--- config.mk ---
export PLATFORM = sky130hd
export DESIGN_NAME = prio_irq_ctrl
export DESIGN_NICKNAME = d
export VERILOG_FILES = /design/src/rtl/pic_pkg.sv /design/src/rtl/pic_req_latch.sv /design/src/rtl/pic_arbiter.sv /design/src/rtl/pic_inservice.sv /design/src/rtl/prio_irq_ctrl.sv
export SDC_FILE = /design/constraint.sdc
export NUM_CORES = 1
export LEC_CHECK = 0
export ABC_AREA = 1
export BUFFER_PORTS_ARGS = -buffer_cell sky130_fd_sc_hd__buf_2
export CORE_AREA = 2 2 74 76
export CTS_CLUSTER_DIAMETER = 50
export DETAILED_ROUTE_END_ITERATION = 16
export DIE_AREA = 0 0 76 78
export GPL_ROUTABILITY_DRIVEN = 0
export HOLD_SLACK_MARGIN = 0.03
export PLACE_DENSITY = 0.67
export SYNTH_ARGS = -nofsm -noshare
export SYNTH_HDL_FRONTEND = slang
export SYNTH_SLANG_ARGS = --single-unit
--- constraint.sdc ---
create_clock -name clk -period 2.1 [get_ports clk]
set_input_delay 0.42 -clock clk [delete_from_list [all_inputs] [get_ports clk]]
set_output_delay 0.42 -clock clk [all_outputs]
set_load 0.01 [all_outputs]
--- src/rtl/pic_pkg.sv ---
package pic_pkg;
  localparam int unsigned PIC_LINES = 8;
  localparam int unsigned IDX_W     = $clog2(PIC_LINES) + 1;
  localparam int unsigned VEC_W     = 8;

  typedef logic [PIC_LINES-1:0] line_vec_t;
  typedef logic [IDX_W-1:0]     line_idx_t;
  typedef logic [VEC_W-1:0]     vector_t;

  // Index of the lowest set bit (highest priority); PIC_LINES when empty.
  function automatic line_idx_t first_set(input line_vec_t v);
    line_idx_t r;
    r = line_idx_t'(PIC_LINES);
    for (int i = PIC_LINES - 1; i >= 0; i--) begin
      if (v[i]) r = line_idx_t'(i);
    end
    return r;
  endfunction

  function automatic line_vec_t idx_onehot(input line_idx_t idx);
    line_vec_t r;
    r = '0;
    for (int i = 0; i < PIC_LINES; i++) begin
      if (idx == line_idx_t'(i)) r[i] = 1'b1;
    end
    return r;
  endfunction

  function automatic vector_t make_vector(input vector_t base, input line_idx_t idx);
    return base + vector_t'(idx);
  endfunction
endpackage

--- src/rtl/pic_req_latch.sv ---
module pic_req_latch
  import pic_pkg::*;
(
  input  logic      clk,
  input  logic      rst_n,
  input  line_vec_t irq_line,
  input  line_vec_t clr_vec,
  output line_vec_t irr_q
);
  line_vec_t prev_q;
  line_vec_t rise;

  assign rise = irq_line & ~prev_q;

  always_ff @(posedge clk) begin
    if (!rst_n) begin
      prev_q <= '0;
      irr_q  <= '0;
    end else begin
      prev_q <= irq_line;
      irr_q  <= (irr_q & ~clr_vec) | rise;
    end
  end

  // a bit can only become set when its line showed a rising edge
  assert_set_needs_edge_R2: assert property (@(posedge clk) disable iff (!rst_n)
    ((irr_q & ~$past(irr_q)) & ~$past(rise)) == '0);
endmodule

--- src/rtl/pic_arbiter.sv ---
module pic_arbiter
  import pic_pkg::*;
(
  input  line_vec_t irr_q,
  input  line_vec_t mask_q,
  input  line_vec_t isr_q,
  output line_idx_t grant_idx,
  output logic      grant_valid
);
  line_vec_t pend;
  line_idx_t svc_idx;

  assign pend        = irr_q & ~mask_q;
  assign grant_idx   = first_set(pend);
  assign svc_idx     = first_set(isr_q);
  assign grant_valid = (pend != '0) && (grant_idx < svc_idx);
endmodule

--- src/rtl/pic_inservice.sv ---
module pic_inservice
  import pic_pkg::*;
(
  input  logic      clk,
  input  logic      rst_n,
  input  logic      set_en,
  input  line_idx_t set_idx,
  input  logic      eoi,
  output line_vec_t isr_q
);
  line_vec_t clr_vec;
  line_vec_t set_vec;

  assign clr_vec = eoi    ? idx_onehot(first_set(isr_q)) : '0;
  assign set_vec = set_en ? idx_onehot(set_idx)          : '0;

  always_ff @(posedge clk) begin
    if (!rst_n) isr_q <= '0;
    else        isr_q <= (isr_q & ~clr_vec) | set_vec;
  end

  // an accepted acknowledge leaves its line in service
  assert_ack_sets_isr_R5: assert property (@(posedge clk) disable iff (!rst_n)
    set_en |=> isr_q[$past(set_idx[IDX_W-2:0])]);

  // end of interrupt removes exactly one bit when any is set
  assert_eoi_one_bit_R7: assert property (@(posedge clk) disable iff (!rst_n)
    (eoi && !set_en) |=> ($countones(isr_q) + (($past(isr_q) != '0) ? 1 : 0))
                         == $countones($past(isr_q)));
endmodule

--- src/rtl/prio_irq_ctrl.sv ---
module prio_irq_ctrl
  import pic_pkg::*;
#(
  parameter int unsigned CASC_LINE  = 2,
  parameter logic [7:0]  RESET_BASE = 8'h20
) (
  input  logic       clk,
  input  logic       rst_n,
  input  logic [7:0] irq_line,
  input  logic       slave_present,
  output logic       int_req,
  input  logic       ack,
  input  logic       vec_rd,
  output logic [7:0] vec_out,
  output logic       slave_sel,
  input  logic       wr_en,
  input  logic [1:0] wr_addr,
  input  logic [7:0] wr_data
);
  localparam logic [1:0] ADDR_MASK = 2'd0;
  localparam logic [1:0] ADDR_BASE = 2'd1;
  localparam logic [1:0] ADDR_EOI  = 2'd2;

  line_vec_t irr_q, isr_q, mask_q, clr_req;
  vector_t   base_q, vec_q;
  line_idx_t grant_idx;
  logic      grant_valid;
  logic      take_grant, spurious_ack, eoi_pulse;

  assign take_grant   = ack && grant_valid;
  assign spurious_ack = ack && !grant_valid;
  assign eoi_pulse    = wr_en && (wr_addr == ADDR_EOI);
  assign clr_req      = take_grant ? idx_onehot(grant_idx) : '0;

  pic_req_latch u_req (
    .clk(clk), .rst_n(rst_n), .irq_line(irq_line),
    .clr_vec(clr_req), .irr_q(irr_q)
  );

  pic_arbiter u_arb (
    .irr_q(irr_q), .mask_q(mask_q), .isr_q(isr_q),
    .grant_idx(grant_idx), .grant_valid(grant_valid)
  );

  pic_inservice u_svc (
    .clk(clk), .rst_n(rst_n), .set_en(take_grant), .set_idx(grant_idx),
    .eoi(eoi_pulse), .isr_q(isr_q)
  );

  always_ff @(posedge clk) begin
    if (!rst_n) begin
      mask_q    <= '1;
      base_q    <= RESET_BASE;
      vec_q     <= '0;
      slave_sel <= 1'b0;
    end else begin
      if (wr_en && wr_addr == ADDR_MASK) mask_q <= wr_data;
      if (wr_en && wr_addr == ADDR_BASE) base_q <= {wr_data[7:3], 3'b000};
      if (take_grant) begin
        vec_q     <= make_vector(base_q, grant_idx);
        slave_sel <= slave_present && (grant_idx == line_idx_t'(CASC_LINE));
      end else if (spurious_ack) begin
        vec_q     <= make_vector(base_q, line_idx_t'(PIC_LINES - 1));
        slave_sel <= 1'b0;
      end
    end
  end

  assign int_req = grant_valid;
  assign vec_out = vec_rd ? vec_q : '0;

  // the interrupt output needs an unmasked pending request
  assert_int_needs_req_R3: assert property (@(posedge clk) disable iff (!rst_n)
    int_req |-> ((irr_q & ~mask_q) != '0));

  // vector low bits carry the granted line number
  assert_vec_line_R4: assert property (@(posedge clk) disable iff (!rst_n)
    take_grant |=> vec_q[2:0] == $past(grant_idx[2:0]));

  // spurious acknowledge yields base+7 and leaves service state alone
  assert_spurious_R9: assert property (@(posedge clk) disable iff (!rst_n)
    (spurious_ack && !eoi_pulse) |=> (vec_q == $past(base_q) + 8'd7) && $stable(isr_q));

  // slave select only for the cascade line
  assert_slave_line_R10: assert property (@(posedge clk) disable iff (!rst_n)
    take_grant && grant_idx != line_idx_t'(CASC_LINE) |=> !slave_sel);
endmodule

# After elaboration in Yosys (flattened, before gate mapping)

Cells that the tools add are included.

Output and inout bits: 10
Memory bits (writable): 0
Register bits after elaboration: 46
Word-level logic and storage cells: 88
Input port bits: 24
Memory bits (read-only): 0
Bits in latches: 0
Memories kept: 0

Magnitude comparators: 1
Reductions and logical operators: 13
Shifts and indexed selects: 0
Bitwise logic cells: 10
Eq/ne operators: 16
$mul: 0
Add/sub/neg operators: 2
Div/mod/pow operators: 0
Muxes and demuxes: 39

Operator list:

| operator                                      | number |
|---|---|
| 2-to-1 mux 4 bit                              | 16 |
| 2-to-1 mux 8 bit                              | 5 |
| bitwise AND 8 bit                             | 4 |
| == test 4 x 3 -> 1 bit, second input constant | 8 |
| inverter 8 bit                                | 4 |
| 2-to-1 mux 1 bit                              | 18 |
| == test 4 x 2 -> 1 bit, second input constant | 4 |
| OR 8 bit                                      | 2 |
| adder 8 x 3 -> 8 bit, second input constant   | 1 |
| adder 8 x 4 -> 8 bit                          | 1 |
| == test 4 x 1 -> 1 bit, second input constant | 2 |
| logical NOT 4 bit                             | 2 |
| nonzero test 8 bit                            | 1 |
| logical AND 1 bit                             | 7 |
| less-than comparator 4 bit                    | 1 |
| == test 2 x 1 -> 1 bit, second input constant | 1 |
| == test 2 bit, second input constant          | 1 |
| logical NOT 2 bit                             | 1 |
| nonzero test 2 bit                            | 1 |
| logical NOT 1 bit                             | 1 |

# Logic depth before layout (Yosys ltp)

Gate-level depths: netlist of the first run.

Depth in word-level cells: 17
Depth in mapped cells: 19
Gate-level depth less buffers: 18

# By module

Synthesis of the first run repeated with hierarchy kept, for this count alone.

Cell total of the unflattened synthesis: 374
Area total of the unflattened synthesis: 2434.8 µm²

By module, submodules not included:

| module        | cells each | sequential area each (µm²) | instances | area an instance (µm²) |
|---|---|---|---|---|
| prio_irq_ctrl | 157        | 440.4                      | 1         | 1044.8 |
| pic_req_latch | 74         | 320.3                      | 1         | 573.0 |
| pic_inservice | 76         | 160.2                      | 1         | 480.5 |
| pic_arbiter   | 67         | 0.0                        | 1         | 336.6 |

# Worst setup path before layout of the first run

No wires, ideal clock.

Path kind: register to register
Start: register u_req.irr_q[0]
End: register u_req.irr_q[4]
Cell stages (with the launch flop): 16
Arrival: 2.198 ns
Setup time: 0.114 ns
Buffers on the path: 1
Period minus slack after synthesis: 2.312 ns
Required time: 1.986 ns
Slack: -0.212 ns
Cell sequence: dfxtp_1 -> inv_1 -> nor2_2 -> inv_1 -> nand2_2 -> nor2_2 -> inv_2 -> nor3_2 -> ha_1 -> a211oi_4 -> nand2_4 -> nor2_4 -> buf_8 -> nand2_2 -> nand3_1 -> nand2_1

Cells in the longest elaborated chain, start to end: 9
Elaborated cells between the ends (all ways): 12
Those cells by class: order compare: 1; eq/ne: 1; mux: 3; bitwise: 4; reduce/logical: 3

Ends and longest elaborated chain:

| what                       | RTL line            | text |
|---|---|---|
| start: declaration         | pic_req_latch.sv:8  | `output line_vec_t irr_q` |
| start signal: assignment   | pic_req_latch.sv:21 | `irr_q <= (irr_q & ~clr_vec) \| rise;` |
| bitwise AND 8 bit (*)      | pic_arbiter.sv:13   | `assign pend = irr_q & ~mask_q;` |
| 2-to-1 mux 4 bit           | pic_pkg.sv:15       | `if (v[i]) r = line_idx_t'(i);` |
| less-than comparator 4 bit | pic_arbiter.sv:16   | `assign grant_valid = (pend != '0) && (grant_idx < svc_idx);` |
| logical AND 1 bit          | pic_arbiter.sv:16   |  |
| logical AND 1 bit          | prio_irq_ctrl.sv:30 | `assign take_grant = ack && grant_valid;` |
| 2-to-1 mux 8 bit (*)       | prio_irq_ctrl.sv:33 | `assign clr_req = take_grant ? idx_onehot(grant_idx) : '0;` |
| inverter 8 bit (*)         | pic_req_latch.sv:21 |  |
| bitwise AND 8 bit (*)      | pic_req_latch.sv:21 |  |
| OR 8 bit (*)               | pic_req_latch.sv:21 |  |

Mark *: on every way between the ends. The rest lies on a longest branch, timed or not.
A chain may end at the register's enable or synchronous reset.

# Worst setup path after layout of the first run

Start: register u_svc.isr_q[6]
End: output port int_req

Cells in the longest elaborated chain, start to end: 9

Ends and longest elaborated chain:

| what                           | RTL line            | text |
|---|---|---|
| start: declaration             | pic_inservice.sv:9  | `output line_vec_t isr_q` |
| start signal: assignment       | pic_inservice.sv:19 | `else isr_q <= (isr_q & ~clr_vec) \| set_vec;` |
| 2-to-1 mux 4 bit (7 in series) | pic_pkg.sv:15       |  |
| less-than comparator 4 bit     | pic_arbiter.sv:16   |  |
| logical AND 1 bit              | pic_arbiter.sv:16   |  |
| end: declaration               | prio_irq_ctrl.sv:11 | `output logic int_req,` |

No other way between the ends.

==> run_results.csv, run 1 <==
group,metric,value,unit
synth,yosys-top-cells-count,"nand2_1 (79), inv_1 (59), dfxtp_1 (46), nor2_1 (23), nand3_1 (22)",
power_and_ir_drop,ir_drop,0.000395,V
grt,grt_max_degree,16,
synth,synth-edff-count,0,
critical_path,crit_chain,"nor2_2 -> nor3_1 -> nor3_1 -> nor3_2 -> inv_1 -> ha_1 -> nand2_1 -> nand2_1 -> nand2_2 -> nand2_4 -> inv_2 -> buf_6",
synth,synth-seq-area-share,0.407,
clock_network,clock_tree.root_cell,"clkbuf_8",
route,via_per_inst,4.66,
die,std_cell_rows,26,
route,via_count,2114,
synth,async_reset_ff_frac,0,
die,ios,34,
grt,grt_remaining_overflow,0,
clock_network,cts_tree,"built",
synth,syn_avg_cell_area,7.03,um^2
grt,first_global_vias,1866,
sta,fin_tns_setup,-1.97,ns
power_and_ir_drop,clock_power_share,0.296,
status,violations,"negative setup slack",
die,start_util,0.449,
critical_path,critPathKind,"reg -> out",
route,wl_per_cell,11.3,um
power_and_ir_drop,power_leakage,0.00163,uW
finish,drive_gt1_frac,0.346,
status,status,"complete, but fails checks",
min_path,hold_path_class,"in -> reg",
sta,finClkSkew,0.00273,ns
synth,syn-cell-area,2260,um^2
power_and_ir_drop,cellInternalPower,1340,uW
synth,yosys.area.top_type,"dfxtp_1",
clock_network,clk_latency,0.29,ns
synth,yosys_most_used_dff,"dfxtp_1",
die,die_w,76,um
die,dieArea,5930,um^2
finish,antenna_cells,0,
synth,ys_types,27,
critical_path,required,1.68,ns
power_and_ir_drop,p_sw,502,uW
route,drt-initial-drc-count,76,
clock_network,postCtsHoldBufs,0,
place,dp_hpwl,3.75,mm
critical_path,slowest_stage,"dfxtp_2",
route,drcViolationCount,0,
critical_path,cp.arrival,1.91,ns
clock_network,htree_levels,2,
sta,tightest_slew,0.357,ns
clock_network,cts_sinks,46,
sta,final.min_clock_period,2.33,ns
critical_path,critPathLaunchType,"flop",
die,die_h,78,um
run,max_cap_viol_count,0,
finish,final_nets,412,
clock_network,clockBufferDepth,2,
power_and_ir_drop,pwr-share-comb,0.190,
critical_path,end_kind,"output pin",
grt,grt_pass1_wl,8.36,mm
sta,drv_slew,0,
die,core_region_area,5040,um^2
finish,synthToLayoutAreaGrowth,32.7,%
synth,synth_cells,322,
grt,grt_use_total,0.175,
route,drt_wl_total,5.15,mm
power_and_ir_drop,seqPwrFrac,0.513,
synth,ys_ff_latch,46,
synth,yosysMostFrequentCell,"nand2_1",
sta,slew_headroom,0.760,
place,post-place-ws,0.00612,ns
critical_path,critical_path.max_fanout,2,
critical_path,cp_slowest_stage_delay,0.34,ns
synth,synth_warnings,0,
sta,final_hold_viol_count,0,
route,firstDrtPassIters,4,
route,antenna_left,0,
power_and_ir_drop,p_per_area,615,nW/um^2
sta,timing.fmax,0.430,GHz
grt,antenna_found_initial,0,
sta,hold_ws,0.316,ns
synth,synth.area.top_cells,"dfxtp_1 (41%), nand2_1 (13%), inv_1 (9.8%), nand3_1 (4.9%), nor2_1 (3.8%)",
sta,rsz0062_at_grt,"yes",
sta,period_share,1.11,
synth,synthesis.nets,351,
synth,synth_top_area_frac,0.407,
place,io_buffers,33,
clock_network,clkSlewWorstSetupHoldPaths,0.08,ns
sta,setup_viol,21,
clock_network,cts_buffers,5,
power_and_ir_drop,swShare,0.272,
sta,layout_setup_ws,-0.228,ns
==> power by group through the flow <==
stage               clock, uW  combinational, uW  sequential, uW
floorplan                   0                206             957
global placement            0                302             963
detailed placement          0                306             964
CTS                       563                328             944
global route              592                395             952
finish                    547                352             947
==> cell families (layout without fill, tap and decap cells) <==
family / count (synthesis) / after routing / share of synthesized area
fa+ha+maj: 5 / 5 / 0.0276
compound gates: 43 / 43 / 0.128
buf+inv: 69 / 131 / 0.119
flops: 46 / 46 / 0.407
simple gates: 159 / 159 / 0.318
==> cells in the final DEF, fill, tap and decap left out, types with 5 or more instances in the layout <==
| cell type | count |
|---|---|
| a21oi_2 | 9 |
| inv_1 | 55 |
| nand3_2 | 6 |
| dfxtp_1 | 42 |
| nor3_1 | 5 |
| a21oi_1 | 6 |
| nand2_1 | 74 |
| nand2_4 | 9 |
| nand3_1 | 16 |
| o211ai_1 | 7 |
| inv_2 | 5 |
| clkbuf_8 | 6 |
| o21ai_0 | 13 |
| nor2_1 | 20 |
| or2_2 | 8 |
| buf_2 | 32 |
| buf_4 | 27 |
| nand2_2 | 7 |
==> what timing repair did <==
action	4_1_cts	5_1_grt
cloned	1	0
setup buffers	7	4
pin swaps	9	5
gates resized for setup	8	31
endpoints found under the setup margin	2	26
==> cell type report <==
type,instances,area (um^2)
sequential,46,926
inverter,60,225
multi-input combinational,207,1240
timing repair buffer,63,430
tap,70,87.6
clock inverter,1,5.00
clock buffer,7,86.3
fill,460,2040
==> worst max-delay path: cells and delay by family (launching register included) <==
kind,cells,cell delay [ns]
flops,1,0.34
fa+ha+maj,1,0.27
buf+inv,3,0.24
simple gates,8,0.75
==> state kept, by name, indices dropped and copies added, names as in the netlist <==
name	count
vec_q	8
slave_sel	1
mask_q	8
u_req.prev_q	8
u_svc.isr_q	8
base_q	5
u_req.irr_q	8
==> layer usage <==
metal / vias up / track usage / part of all wire
li1: 1125 / - / -
met4: 0 / 0.0545 / 0.011
met3: 4 / 0.0314 / 0.028
met1: 952 / 0.231 / 0.48
met2: 33 / 0.294 / 0.48
met5: - / 0 / 0
==> through the flow <==
step,utilization,instances,power [uW],area (um^2)
global placement,0.527,434,1270,2660
finish,0.596,454,1850,3000
detailed placement,0.527,434,1270,2660
CTS,0.567,450,1840,2860
floorplan,-,322,1160,2300
global route,0.596,454,1940,3000
==> worst paths after layout <==
path / slack (ns) / to / depth (start not counted) / from
setup / recovery: -0.23 / int_req / 12 / u_svc.isr_q[6]
hold / removal: 0.32 / u_req.prev_q[7] / 3 / irq_line[7]
setup reg to reg: -0.11 / u_req.irr_q[4] / 16 / u_svc.isr_q[6]
hold reg to reg: 0.47 / u_req.irr_q[4] / 2 / u_req.irr_q[4]
Note: power is estimated with default switching activity, not from simulation.
==> run 2: changes to the inputs <==
--- a/config.mk
+++ b/config.mk
@@ -14,6 +14,7 @@
 export GPL_ROUTABILITY_DRIVEN = 0
 export HOLD_SLACK_MARGIN = 0.03
 export PLACE_DENSITY = 0.67
+export RECOVER_POWER = 100
 export SYNTH_ARGS = -nofsm -noshare
 export SYNTH_HDL_FRONTEND = slang
 export SYNTH_SLANG_ARGS = --single-unit
==> run_results.csv, run 2 (synthesis gave the netlist of run 1 again) <==
group,metric,value,unit
clock_network,cts_sinks,46,
finish,fin_area,2980,um^2
critical_path,path_buf_inv,3,
finish,antenna_cells,0,
clock_network,clockBufferDepth,2,
route,wl_per_cell,11.4,um
route,via_count,2119,
grt,grt_use_total,0.175,
sta,period_share,1.11,
die,ios,34,
critical_path,critPathKind,"reg -> out",
critical_path,r2r_slack,-0.13,ns
power_and_ir_drop,power_leakage,0.00158,uW
die,core_region_area,5040,um^2
critical_path,cp_top_family,"simple AND/OR/NAND/NOR gates",
die,die_w,76,um
clock_network,htree_levels,2,
critical_path,rr_endpoint,"u_req.irr_q[4]",
finish,synthToLayoutAreaGrowth,31.7,%
critical_path,cp.arrival,1.92,ns
finish,final_nets,412,
sta,slew_headroom,0.554,
min_path,hold_start,"irq_line[7]",
sta,finClkSkew,0.00339,ns
place,placed_cells_incl_taps,434,
clock_network,cts_buffers,5,
critical_path,required,1.68,ns
power_and_ir_drop,ir_drop,0.000397,V
route,drt_wl_total,5.18,mm
die,die_h,78,um
place,dp_hpwl,3.75,mm
critical_path,crit_chain,"nor2_2 -> nor3_1 -> nor3_1 -> nor3_2 -> inv_1 -> ha_1 -> nand2_1 -> nand2_1 -> nand2_2 -> nand2_4 -> inv_2 -> buf_6",
sta,rsz0062_at_grt,"yes",
die,std_cell_rows,26,
finish,final_common_cell,"nand2_1",
status,violations,"negative setup slack",
sta,setup_viol,21,
grt,first_global_vias,1866,
min_path,holdPathEnd,"u_req.prev_q[7]",
critical_path,r2r_cells,16,
route,firstDrtPassIters,4,
critical_path,r2r-start,"u_svc.isr_q[6]",
clock_network,clk_latency,0.29,ns
finish,final_cell_mix,"nand2_1 (74), inv_1 (55), dfxtp_1 (42)",
min_path,hold_path_class,"in -> reg",
min_path,min_path_cells,3,
critical_path,critical_path.max_fanout,2,
route,drt-initial-drc-count,77,
grt,grt_pass1_wl,8.36,mm
route,antenna_left,0,
route,drcViolationCount,0,
sta,layout_setup_ws,-0.235,ns
grt,grt_remaining_overflow,0,
clock_network,cts_tree,"built",
power_and_ir_drop,p_per_area,619,nW/um^2
sta,final_hold_viol_count,0,
grt,antenna_found_initial,0,
critical_path,startpoint,"u_svc.isr_q[6]",
critical_path,cp_slowest_stage_delay,0.34,ns
sta,tightest_slew,0.669,ns
clock_network,clock_tree.root_cell,"clkbuf_8",
critical_path,slowest_stage,"dfxtp_2",
sta,timing.fmax,0.428,GHz
finish,drive_gt1_frac,0.313,
route,via_per_inst,4.67,
critical_path,end_kind,"output pin",
sta,drv_slew,0,
die,dieArea,5930,um^2
grt,grt_max_degree,16,
finish,post-route-util,0.591,
clock_network,clkSlewWorstSetupHoldPaths,0.08,ns
clock_network,postCtsHoldBufs,0,
finish,fin_cells,454,
die,start_util,0.449,
run,max_cap_viol_count,0,
status,status,"complete, but fails checks",
sta,final.min_clock_period,2.34,ns
critical_path,critPathLaunchType,"flop",
place,post_dp_cell_area,2660,um^2
place,io_buffers,33,
power_and_ir_drop,power,1840,uW
==> run 2: routing by layer <==
| metal | vias up | routed length [um] | GRT usage |
|---|---|---|---|
| met5 | - | 0 | 0 |
| met4 | 0 | 55 | 0.0545 |
| met3 | 4 | 172 | 0.0314 |
| met2 | 31 | 2510 | 0.294 |
| met1 | 958 | 2440 | 0.231 |
| li1 | 1126 | - | - |
==> run 2: what timing repair did <==
action	in CTS	in global routing
pin swaps	9	5
gates cloned	1	0
setup endpoints to repair	2	26
buffers inserted	7	4
resized for setup	8	31
==> run 2: area by class of cell <==
class | instances | area, um^2
fillers | 471 | 2060
well taps | 70 | 87.6
multi-input cells | 207 | 1240
clock buffers | 7 | 86.3
repair buffers | 63 | 407
flip-flops and latches | 46 | 926
clock inverters | 1 | 5.00
inverters | 60 | 225
==> run 2: worst register-to-register path: cells and delay by family, from the launching register on <==
family	cells	cell delay [ns]
buffers and inverters	3	0.42
adder cells (fa/ha/maj)	1	0.28
AND/OR/NAND/NOR	12	1.08
flip-flops	1	0.34
==> run 2: per-stage QoR <==
stage	TNS, ns	setup slack (ns)	hold slack [ns]
4_1_cts	-3.52	-0.284	0.302
6_report	-2.18	-0.235	0.315
3_3_place_gp	0	0.0334	0.456
5_1_grt	-5.39	-0.371	0.325
2_1_floorplan	-1.42	-0.106	0.442
3_5_place_dp	0	0.00612	0.463
==> run 2: worst max-delay path by stage <==
stage / endpoint / slack, ns / cells past startpoint
after detailed placement: int_req / 0.006 / 11
after global routing: int_req / -0.37 / 11
after CTS: int_req / -0.28 / 12
after global placement: int_req / 0.03 / 12
final: int_req / -0.24 / 12
after floorplan: u_req.irr_q[4] / -0.11 / 15
==> run 2: power breakdown <==
group          total [uW]  switching, uW  internal [uW]
Combinational         347            195            153
Clock                 550            284            266
Sequential            948           27.0            921
Total                1840            506           1340
==> run 3: changes to the inputs <==
--- a/config.mk
+++ b/config.mk
@@ -8,13 +8,13 @@
 export ABC_AREA = 1
 export BUFFER_PORTS_ARGS = -buffer_cell sky130_fd_sc_hd__buf_2
 export CORE_AREA = 2 2 74 76
-export CTS_CLUSTER_DIAMETER = 50
 export DETAILED_ROUTE_END_ITERATION = 16
 export DIE_AREA = 0 0 76 78
 export GPL_ROUTABILITY_DRIVEN = 0
 export HOLD_SLACK_MARGIN = 0.03
 export PLACE_DENSITY = 0.67
 export RECOVER_POWER = 100
+export SETUP_SLACK_MARGIN = 0.5
 export SYNTH_ARGS = -nofsm -noshare
 export SYNTH_HDL_FRONTEND = slang
 export SYNTH_SLANG_ARGS = --single-unit
==> run_results.csv, run 3 (synthesis gave the netlist of run 1 again) <==
group,metric,value,unit
status,status,"complete, but fails checks",
status,violations,"negative setup slack",
finish,final_common_cell,"nand2_1",
critical_path,critical_path.max_fanout,2,
power_and_ir_drop,power_leakage,0.00157,uW
place,dp_hpwl,3.76,mm
place,io_buffers,33,
grt,first_global_vias,2013,
route,firstDrtPassIters,4,
clock_network,cts_buffers,5,
die,start_util,0.449,
die,std_cell_rows,26,
critical_path,cp.arrival,1.99,ns
critical_path,r2r_slack,-0.23,ns
clock_network,clkSlewWorstSetupHoldPaths,0.08,ns
clock_network,cts_tree,"built",
run,max_cap_viol_count,0,
clock_network,cts_sinks,46,
sta,rsz0062_at_grt,"yes",
finish,final_nets,414,
power_and_ir_drop,power,1850,uW
critical_path,required,1.68,ns
route,antenna_left,0,
power_and_ir_drop,cellInternalPower,1340,uW
grt,grt_pass1_wl,8.88,mm
die,dieArea,5930,um^2
finish,drive_gt1_frac,0.319,
die,core_region_area,5040,um^2
sta,slew_headroom,0.588,
finish,synthToLayoutAreaGrowth,32.1,%
finish,n_fill_cell,472,
sta,timing.fmax,0.414,GHz
critical_path,end_kind,"output pin",
sta,setup_viol,21,
clock_network,clock_tree.root_cell,"clkbuf_8",
sta,layout_setup_ws,-0.313,ns
clock_network,postCtsHoldBufs,0,
route,drt_wl_total,5.43,mm
sta,final.min_clock_period,2.41,ns
finish,ff_latch_area,927,um^2
power_and_ir_drop,clock_power_share,0.298,
route,via_count,2137,
power_and_ir_drop,p_per_area,619,nW/um^2
clock_network,clockBufferDepth,2,
grt,grt_remaining_overflow,0,
grt,grt_use_total,0.187,
critical_path,critPathLaunchType,"flop",
power_and_ir_drop,swShare,0.276,
min_path,hold_path_class,"in -> reg",
power_and_ir_drop,p_sw,510,uW
sta,fin_tns_setup,-4.10,ns
finish,antenna_cells,0,
power_and_ir_drop,pwr-share-comb,0.190,
sta,period_share,1.15,
sta,drv_slew,0,
sta,tightest_slew,0.617,ns
die,die_w,76,um
route,via_per_inst,4.69,
critical_path,r2r_cells,16,
critical_path,critPathKind,"reg -> out",
route,wl_per_cell,11.9,um
finish,multi_input_area,1230,um^2
grt,antenna_found_initial,0,
route,drcViolationCount,0,
clock_network,clk_latency,0.29,ns
power_and_ir_drop,seqPwrFrac,0.512,
die,die_h,78,um
sta,finClkSkew,0.00244,ns
power_and_ir_drop,ir_drop,0.000493,V
die,ios,34,
finish,final_cell_mix,"nand2_1 (74), inv_1 (56), dfxtp_1 (41)",
sta,final_hold_viol_count,0,
route,drt-initial-drc-count,106,
grt,grt_max_degree,16,
place,post-place-ws,-0.0560,ns
min_path,min_path_cells,3,
clock_network,htree_levels,2,
[run 3: cell types whose count changed in the layout (fill, tap and decap cells not counted), sizes merged]
cell    change
buf         +3
clkbuf      -1
[run 3: final cells by class]
| class | instances | share of cell area |
|---|---|---|
| Multi-Input combinational cell | 207 | 0.412 |
| Sequential cell | 46 | 0.310 |
| Tap cell | 70 | 0.0293 |
| Clock buffer | 7 | 0.0289 |
| Timing Repair Buffer | 65 | 0.142 |
| Inverter | 60 | 0.0753 |
| Clock inverter | 1 | 0.00167 |
[run 3: layer usage]
metal / wire (um) / vias to the layer above / GRT usage
met2: 2750 / 37 / 0.329
met5: 0 / - / 0
met4: 87 / 0 / 0.0709
met1: 2440 / 968 / 0.228
met3: 151 / 6 / 0.0326
li1: - / 1126 / -
[run 3: critical path: stages, from the launching register on]
cell and delay (ns):
dfxtp_2 0.33, inv_2 0.06, nor2_4 0.04, inv_2 0.05
nand2_2 0.07, nor2_4 0.12, inv_2 0.06, nor3_4 0.20
ha_4 0.26, a211oi_4 0.28, nand2_4 0.08, inv_2 0.06
buf_6 0.09
[run 3: final timing paths]
check / endpoint / from
setup / recovery: int_req / u_req.irr_q[0]
hold / removal: u_req.prev_q[2] / irq_line[2]
setup reg to reg: u_req.irr_q[0] / u_req.irr_q[0]
hold reg to reg: u_req.irr_q[7] / u_req.irr_q[7]
[run 3: timing repair]
item / CTS / global route
gates resized for setup: 10 / 25
cloned: 0 / 1
pin swaps: 8 / 13
endpoints found under the setup margin: 26 / 26
setup buffers: 10 / 5
[run 3: metrics by stage]
step	std cells	utilization	area [um^2]	hold WS [ns]
after floorplan	322	-	2300	0.442
after global placement	432	0.524	2640	0.455
after detailed placement	432	0.524	2640	0.462
after CTS	450	0.564	2840	0.308
after global routing	456	0.593	2990	0.331
final	456	0.593	2990	0.313
[run 3: power by group through the flow]
stage | Sequential [uW] | Clock (uW) | Combinational [uW]
after detailed placement | 964 | 0 | 306
after CTS | 945 | 566 | 326
after global placement | 963 | 0 | 299
after floorplan | 957 | 0 | 206
final | 947 | 551 | 351
after global routing | 953 | 595 | 393
